--- config.mk ---
export PLATFORM = sky130hd
export DESIGN_NAME = bus_width_adapter
export DESIGN_NICKNAME = d
export VERILOG_FILES = /design/src/rtl/bwa_pkg.sv /design/src/rtl/bwa_settle.sv /design/src/rtl/bwa_lane_map.sv /design/src/rtl/bus_width_adapter.sv
export SDC_FILE = /design/constraint.sdc
export NUM_CORES = 1
export LEC_CHECK = 0
export ABC_AREA = 1
export BUFFER_PORTS_ARGS = -buffer_cell sky130_fd_sc_hd__buf_2
export CAP_MARGIN = 40
export CORE_ASPECT_RATIO = 0.9
export CORE_UTILIZATION = 25
export DETAILED_ROUTE_END_ITERATION = 7
export GPL_TIMING_DRIVEN = 0
export SLEW_MARGIN = 20
export SYNTH_ARGS = -nofsm -noshare
export SYNTH_HDL_FRONTEND = slang
export SYNTH_SLANG_ARGS = --single-unit
--- constraint.sdc ---
create_clock -name clk -period 6.55 [get_ports clk]
set_clock_uncertainty 0.15 [all_clocks]
set_input_delay 0.655 -clock clk [delete_from_list [all_inputs] [get_ports clk]]
set_output_delay 0.655 -clock clk [all_outputs]
set_load 0.1 [all_outputs]
--- src/rtl/bwa_pkg.sv ---
package bwa_pkg;

    localparam int ADDR_W = 32;
    localparam int DATA_W = 32;
    localparam int LANES  = DATA_W / 8;

    typedef enum logic [1:0] {
        SZ_BYTE = 2'd0,
        SZ_WORD = 2'd1,
        SZ_LONG = 2'd2
    } acc_size_e;

    typedef enum logic [1:0] {
        ST_IDLE = 2'd0,
        ST_BUS  = 2'd1,
        ST_DONE = 2'd2
    } seq_state_e;

    typedef struct packed {
        logic [ADDR_W-1:0] addr;
        logic [1:0]        size_log;
        logic [1:0]        width_log;
        logic              write;
        logic [DATA_W-1:0] wdata;
    } xfer_t;

    // log2 of the bytes moved per bus cycle
    function automatic logic [1:0] chunk_log2(input logic [1:0] size_log,
                                              input logic [1:0] width_log);
        return (size_log < width_log) ? size_log : width_log;
    endfunction

    // log2 of the number of bus cycles per request
    function automatic logic [1:0] split_log2(input logic [1:0] size_log,
                                              input logic [1:0] width_log);
        return (size_log > width_log) ? 2'(size_log - width_log) : 2'd0;
    endfunction

    // 2**n - 1 for n in 0..2
    function automatic logic [1:0] pow_mask(input logic [1:0] n);
        case (n)
            2'd0:    return 2'd0;
            2'd1:    return 2'd1;
            default: return 2'd3;
        endcase
    endfunction

endpackage

--- src/rtl/bwa_settle.sv ---
module bwa_settle #(
    parameter int CNT_W = 7
) (
    input  logic clk,
    input  logic rst,
    output logic settled
);
    localparam logic [CNT_W-1:0] CNT_MAX = '1;

    logic [CNT_W-1:0] cnt;

    always_ff @(posedge clk) begin
        if (rst)
            cnt <= '0;
        else if (cnt != CNT_MAX)
            cnt <= cnt + 1'b1;
    end

    assign settled = (cnt == CNT_MAX);
endmodule

--- src/rtl/bwa_lane_map.sv ---
module bwa_lane_map
    import bwa_pkg::*;
(
    input  logic                  endian_le,
    input  logic [1:0]            width_log,
    input  logic [1:0]            chunk_log,
    input  logic [1:0]            start,
    input  logic [1:0]            chunk_idx,
    output logic [LANES-1:0]      lane_en,
    output logic [LANES-1:0][1:0] lane_byte
);
    for (genvar L = 0; L < LANES; L++) begin : g_lane
        int   w, b, s, o, idx;
        logic en_l;
        logic [1:0] byte_l;

        always_comb begin
            w    = 1 << width_log;
            b    = 1 << chunk_log;
            s    = int'(start);
            // device-relative byte offset served by this lane
            o    = endian_le ? L : (w - 1 - L);
            en_l = (L < w) && (o >= s) && (o < s + b);
            idx  = (int'(chunk_idx) << chunk_log)
                 + (endian_le ? (o - s) : (s + b - 1 - o));
            byte_l = idx[1:0];
        end

        assign lane_en[L]   = en_l;
        assign lane_byte[L] = byte_l;
    end
endmodule

--- src/rtl/bus_width_adapter.sv ---
module bus_width_adapter
    import bwa_pkg::*;
#(
    parameter int SETTLE_W = 7
) (
    input  logic              clk,
    input  logic              rst,
    input  logic              mode_pin,
    input  logic [1:0]        dev_width,
    input  logic              req_valid,
    input  logic [ADDR_W-1:0] req_addr,
    input  logic [1:0]        req_size,
    input  logic              req_write,
    input  logic [DATA_W-1:0] req_wdata,
    output logic              req_done,
    output logic [DATA_W-1:0] req_rdata,
    output logic              ext_valid,
    output logic [ADDR_W-1:0] ext_addr,
    output logic              ext_write,
    output logic [LANES-1:0]  ext_be,
    output logic [DATA_W-1:0] ext_wdata,
    input  logic [DATA_W-1:0] ext_rdata,
    input  logic              ext_ready
);
    seq_state_e  state;
    xfer_t       cur;
    logic [1:0]  beat;
    logic [DATA_W-1:0] acc;
    logic        endian_le;
    logic        settled;

    logic [1:0]  chunk_log, nb_m1, chunk_idx, start;
    logic        last_beat;
    logic [ADDR_W-1:0] beat_addr;
    logic [LANES-1:0]       lane_en;
    logic [LANES-1:0][1:0]  lane_byte;

    // byte order strap, captured only while reset is held
    always_ff @(posedge clk) begin
        if (rst)
            endian_le <= mode_pin;
    end

    bwa_settle #(.CNT_W(SETTLE_W)) u_settle (
        .clk     (clk),
        .rst     (rst),
        .settled (settled)
    );

    always_comb begin
        chunk_log = chunk_log2(cur.size_log, cur.width_log);
        nb_m1     = pow_mask(split_log2(cur.size_log, cur.width_log));
        last_beat = (beat == nb_m1);
        chunk_idx = endian_le ? beat : 2'(nb_m1 - beat);
        beat_addr = cur.addr + ({{(ADDR_W-2){1'b0}}, beat} << cur.width_log);
        start     = beat_addr[1:0] & pow_mask(cur.width_log);
    end

    bwa_lane_map u_lane (
        .endian_le (endian_le),
        .width_log (cur.width_log),
        .chunk_log (chunk_log),
        .start     (start),
        .chunk_idx (chunk_idx),
        .lane_en   (lane_en),
        .lane_byte (lane_byte)
    );

    always_ff @(posedge clk) begin
        if (rst) begin
            state <= ST_IDLE;
            cur   <= '0;
            beat  <= '0;
            acc   <= '0;
        end else begin
            case (state)
                ST_IDLE: begin
                    if (settled && req_valid) begin
                        cur.addr      <= req_addr;
                        cur.size_log  <= req_size;
                        cur.width_log <= dev_width;
                        cur.write     <= req_write;
                        cur.wdata     <= req_wdata;
                        beat          <= '0;
                        acc           <= '0;
                        state         <= ST_BUS;
                    end
                end
                ST_BUS: begin
                    if (ext_ready) begin
                        if (!cur.write) begin
                            for (int L = 0; L < LANES; L++) begin
                                if (lane_en[L])
                                    acc[8*lane_byte[L] +: 8] <= ext_rdata[8*L +: 8];
                            end
                        end
                        if (last_beat)
                            state <= ST_DONE;
                        else
                            beat <= beat + 2'd1;
                    end
                end
                default: state <= ST_IDLE;
            endcase
        end
    end

    assign ext_valid = (state == ST_BUS);
    assign ext_addr  = beat_addr;
    assign ext_write = cur.write;
    assign ext_be    = ext_valid ? lane_en : '0;

    for (genvar L = 0; L < LANES; L++) begin : g_wlane
        assign ext_wdata[8*L +: 8] = (ext_valid && lane_en[L])
                                   ? cur.wdata[8*lane_byte[L] +: 8] : 8'h00;
    end

    assign req_done  = (state == ST_DONE);
    assign req_rdata = acc;
endmodule

==> metrics.md <==
| Metric | Value |
|---|---|
| Initial Utilization | `between 20% and 30%` |
| Die ar. | `approximately 42000 µm²` |
| Post-DP Area | `roughly 12000 µm²` |
| Yosys reg bits | `around 110` |
| Final period utilization | `a little over nine tenths` |
| FMAX | `162 MHz` |
| Via count | `~12000` |
| Setup WS pre-CTS | `around 0.51 ns` |
| Unrepaired setup endpoints after global routing | `no` |
| Yosys top cell area share | `22.0%` |
| Status | `complete, no violations` |
| Worst setup EP type | `primary output` |
| I/O pin count | `209` |
| Count of final setup violators | `0` |
| CTS sink count | `about 110` |
| R2R Setup Slk | `about 0.60 ns` |
| Max-slew violation count | `0` |
| Drt total wl | `45100 µm` |
| Wire per inst | `~18 µm` |
| Peak supply drop | `between 0.15 and 0.2 mV` |
| WP data required | `about 5.7 ns` |
| R2R cell count | `31` |
| Final hold viol count | `0` |
| HPWL after detailed placement | `36900 µm` |
| Post-route cell area | `12700 µm²` |
| Netlist Area Pre-Place | `slightly above 10000 µm²` |
| Slowest CP cell | `dfxtp_1` |
| Final non-filler cell total | `around 2500` |
| WP depth | `20` |
| DRT Pass-1 Iters | `6` |
| FF-to-FF End | `req_rdata[10]` |
| GRT Util Overall | `a little over a fifth` |
| Post-CTS Repair Setup Buffers | `0` |
| Worst-case clock buffer depth | `2` |
| TritonCTS buffer count | `17` |
| Cell Rows | `slightly below 70` |
| Final min period | `a little over 6 ns` |
| DIE WIDTH | `roughly 210 µm` |
| Top FF cell, synth | `dfxtp_1` |
| Leak | `~6.2 nW` |
| H-tree depth | `4` |
| Min-delay src | `mode_pin` |
| Clk Latency, worst-skew pair | `about 0.44 ns` |
| CTS root buffer | `clkbuf_16` |
| Worst setup margin | `0.392 ns` |
| Largest delay contributor family on the critical path | `buffers and inverters` |
| Wire length of the first global-routing pass | `roughly 67000 µm` |
| EDFF count, synth | `1` |
| CP Launch Point | `cur[34]` |
| Nets@finish | `between 2000 and 2500` |
| Distinct cells, synth | `between 40 and 50` |
| Buf/Inv on CP | `7` |
| Power per cell area | `around 170 nW/µm²` |
| Share of layout cells above drive strength 1 | `a little under a fifth` |
| DP Cell Count | `2464` |
| Area leader, netlist | `dfxtp_1` |
| Arr. time, crit path | `~5.4 ns` |
| Total of warnings raised by yosys | `0` |
| Largest net degree at the start of global routing | `17` |
| Via density | `4.82` |
| CTS tree | `done` |
| Remaining DRCs | `0` |
| Synth area leaders | `dfxtp_1 22%, nand2_1 17%, nor2_1 8.7%` |
| Number of global-route vias before repair | `about 11000` |
| Crit Path Class | `flop to primary output` |
| Crit Path Max Fanout | `10` |
| Routed Antenna Nets | `0` |
| Die Height | `about 190 µm` |
| Worst Setup EP | `ext_wdata[25]` |
| GRT Residual Overflow | `0` |
| Post-synthesis sequential area ratio | `~22%` |
| Max_slew headroom | `a little under half` |
| Starting DRT DRC Count | `around 1200` |
| Startpoint types | `flop` |
| CP peak stage delay | `0.50 ns` |
| Worst-margin pin slew | `0.785 ns` |
| Initial antenna violation count | `1` |
| Max-cap violations | `0` |
| Layout area overhead | `24.3%` |
| IO Port Bufs | `roughly 210` |
| Hold crit path type | `input pin to flop` |
| CP cell instances | `inv_1 -> fa_1 -> inv_1 -> nand2_1 -> nand2_2 -> inv_1 -> nor2_1 -> ha_1 -> ha_1 -> o21ai_0 -> ha_1 -> clkbuf_1 -> clkbuf_2 -> clkbuf_2 -> nand2_1 -> o21ai_0 -> nand3b_1 -> nand2_1 -> nor2_2 -> buf_2` |
| Core area | `a little under 40000 µm²` |
| Synthesized area per cell | `around 5.9 µm²` |
| Asr flop ratio synth | `0%` |
| Clock slew at the register clock pins of the worst setup and hold paths | `0.06 ns` |
| Cells after synthesis | `1721` |
| Routability cong. | `approximately 1` |
| Reg-to-reg startpoint | `beat[1]` |
## cells in the mapped netlist (6+ instances only)
library cell	n
inv_1	195
nor3_1	17
inv_2	12
nor2_1	236
nand3_1	86
nor4_1	13
nand4_1	17
ha_1	64
nor2_2	11
o21ai_0	159
dfxtp_1	112
nor2_4	6
nand2_1	474
buf_4	7
a21oi_1	118
nand3b_1	30
buf_2	19
clkbuf_1	41
nand2_2	11
xor2_1	34
## routing by layer
layer / global-route usage, % / vias up / wire length, µm
met3: 2.63 / 48 / 2850
li1: - / 5935 / -
met1: 30.4 / 5634 / 21300
met4: 6.38 / 0 / 1100
met2: 33.0 / 409 / 19800
met5: 0 / - / 0
## worst min path at each step
stage,to,cells after the start
after floorplan,cur[0],2
after global placement,u_settle.cnt[3],2
after detailed placement,req_rdata[0],2
after CTS,endian_le,1
after global routing,endian_le,1
final,endian_le,1
## stage by stage
| step | hold slack, ns | setup TNS [ns] | total power (W) | utilization [%] |
|---|---|---|---|---|
| after floorplan | 0.289 | -0.172 | 0.000922 | - |
| after global placement | 0.319 | 0 | 0.00105 | 30.1 |
| after detailed placement | 0.324 | 0 | 0.00105 | 30.1 |
| after CTS | 0.268 | 0 | 0.00210 | 31.8 |
| after global routing | 0.266 | 0 | 0.00218 | 31.8 |
| final | 0.278 | 0 | 0.00210 | 31.8 |
## final cells by class
cell class | instances | area (µm²)
Fill cell | 4495 | 27100
Antenna cell | 1 | 2.50
Timing Repair Buffer | 209 | 1050
Sequential cell | 113 | 2270
Tap cell | 532 | 666
Buffer | 74 | 367
Clock inverter | 11 | 174
Multi-Input combinational cell | 1324 | 6860
Clock buffer | 21 | 480
Inverter | 212 | 797
## report_power, final
part	leakage [nW]	internal, W	switching (W)
logic	4.98	0.000105	0.000247
registers	0.912	0.000690	0.00000212
clock network	0.321	0.000680	0.000378
## flip-flops by register name (all words and copies together), names as in the netlist
| signal | cells |
|---|---|
| endian_le | 1 |
| u_settle.cnt | 7 |
| state | 2 |
| ext_write | 1 |
| cur | 68 |
| req_rdata | 32 |
| beat | 2 |
## timing repair
| item | CTS | global route |
|---|---|---|
| endpoints found under the setup margin | 0 | 45 |
| hold buffers | 0 | 0 |
| gates resized for setup | 0 | 17 |
## logic make-up after synthesis
| family | Yosys count | synth area share (%) |
|---|---|---|
| DFF | 113 | 22.3 |
| adders and majority gates | 69 | 8.84 |
| and+or+nand+nor | 917 | 39.1 |
| AOI/OAI and AO/OA | 296 | 15.1 |
| other | 1 | 0.0368 |
| xor gates and xnor gates | 39 | 3.35 |
| buffers and inverters | 286 | 11.3 |
## cells in the final DEF, fill, tap and decap left out, types with 3 or more instances in the layout
| master | count |
|---|---|
| dfxtp_1 | 112 |
| o21ai_0 | 158 |
| nor4_1 | 12 |
| nor2_2 | 43 |
| nor2_4 | 6 |
| clkbuf_16 | 17 |
| nor3_1 | 16 |
| clkinv_1 | 4 |
| ha_1 | 64 |
| clkbuf_8 | 4 |
| bufinv_16 | 4 |
| nand3b_1 | 30 |
| clkbuf_1 | 35 |
| conb_1 | 3 |
| buf_4 | 7 |
| nand2_2 | 11 |
| clkbuf_2 | 7 |
| buf_2 | 227 |
| nand3_2 | 5 |
| nor2_1 | 204 |
| xnor2_1 | 5 |
| nand2_1 | 474 |
| fa_1 | 5 |
| nand4_1 | 17 |
| inv_1 | 195 |
| o21ai_1 | 5 |
| o21a_1 | 3 |
| buf_6 | 4 |
| xor2_1 | 34 |
| a21oi_1 | 118 |
| inv_2 | 12 |
| nand3_1 | 86 |
| nand4_2 | 3 |
Note: power is estimated with default switching activity, not from simulation.
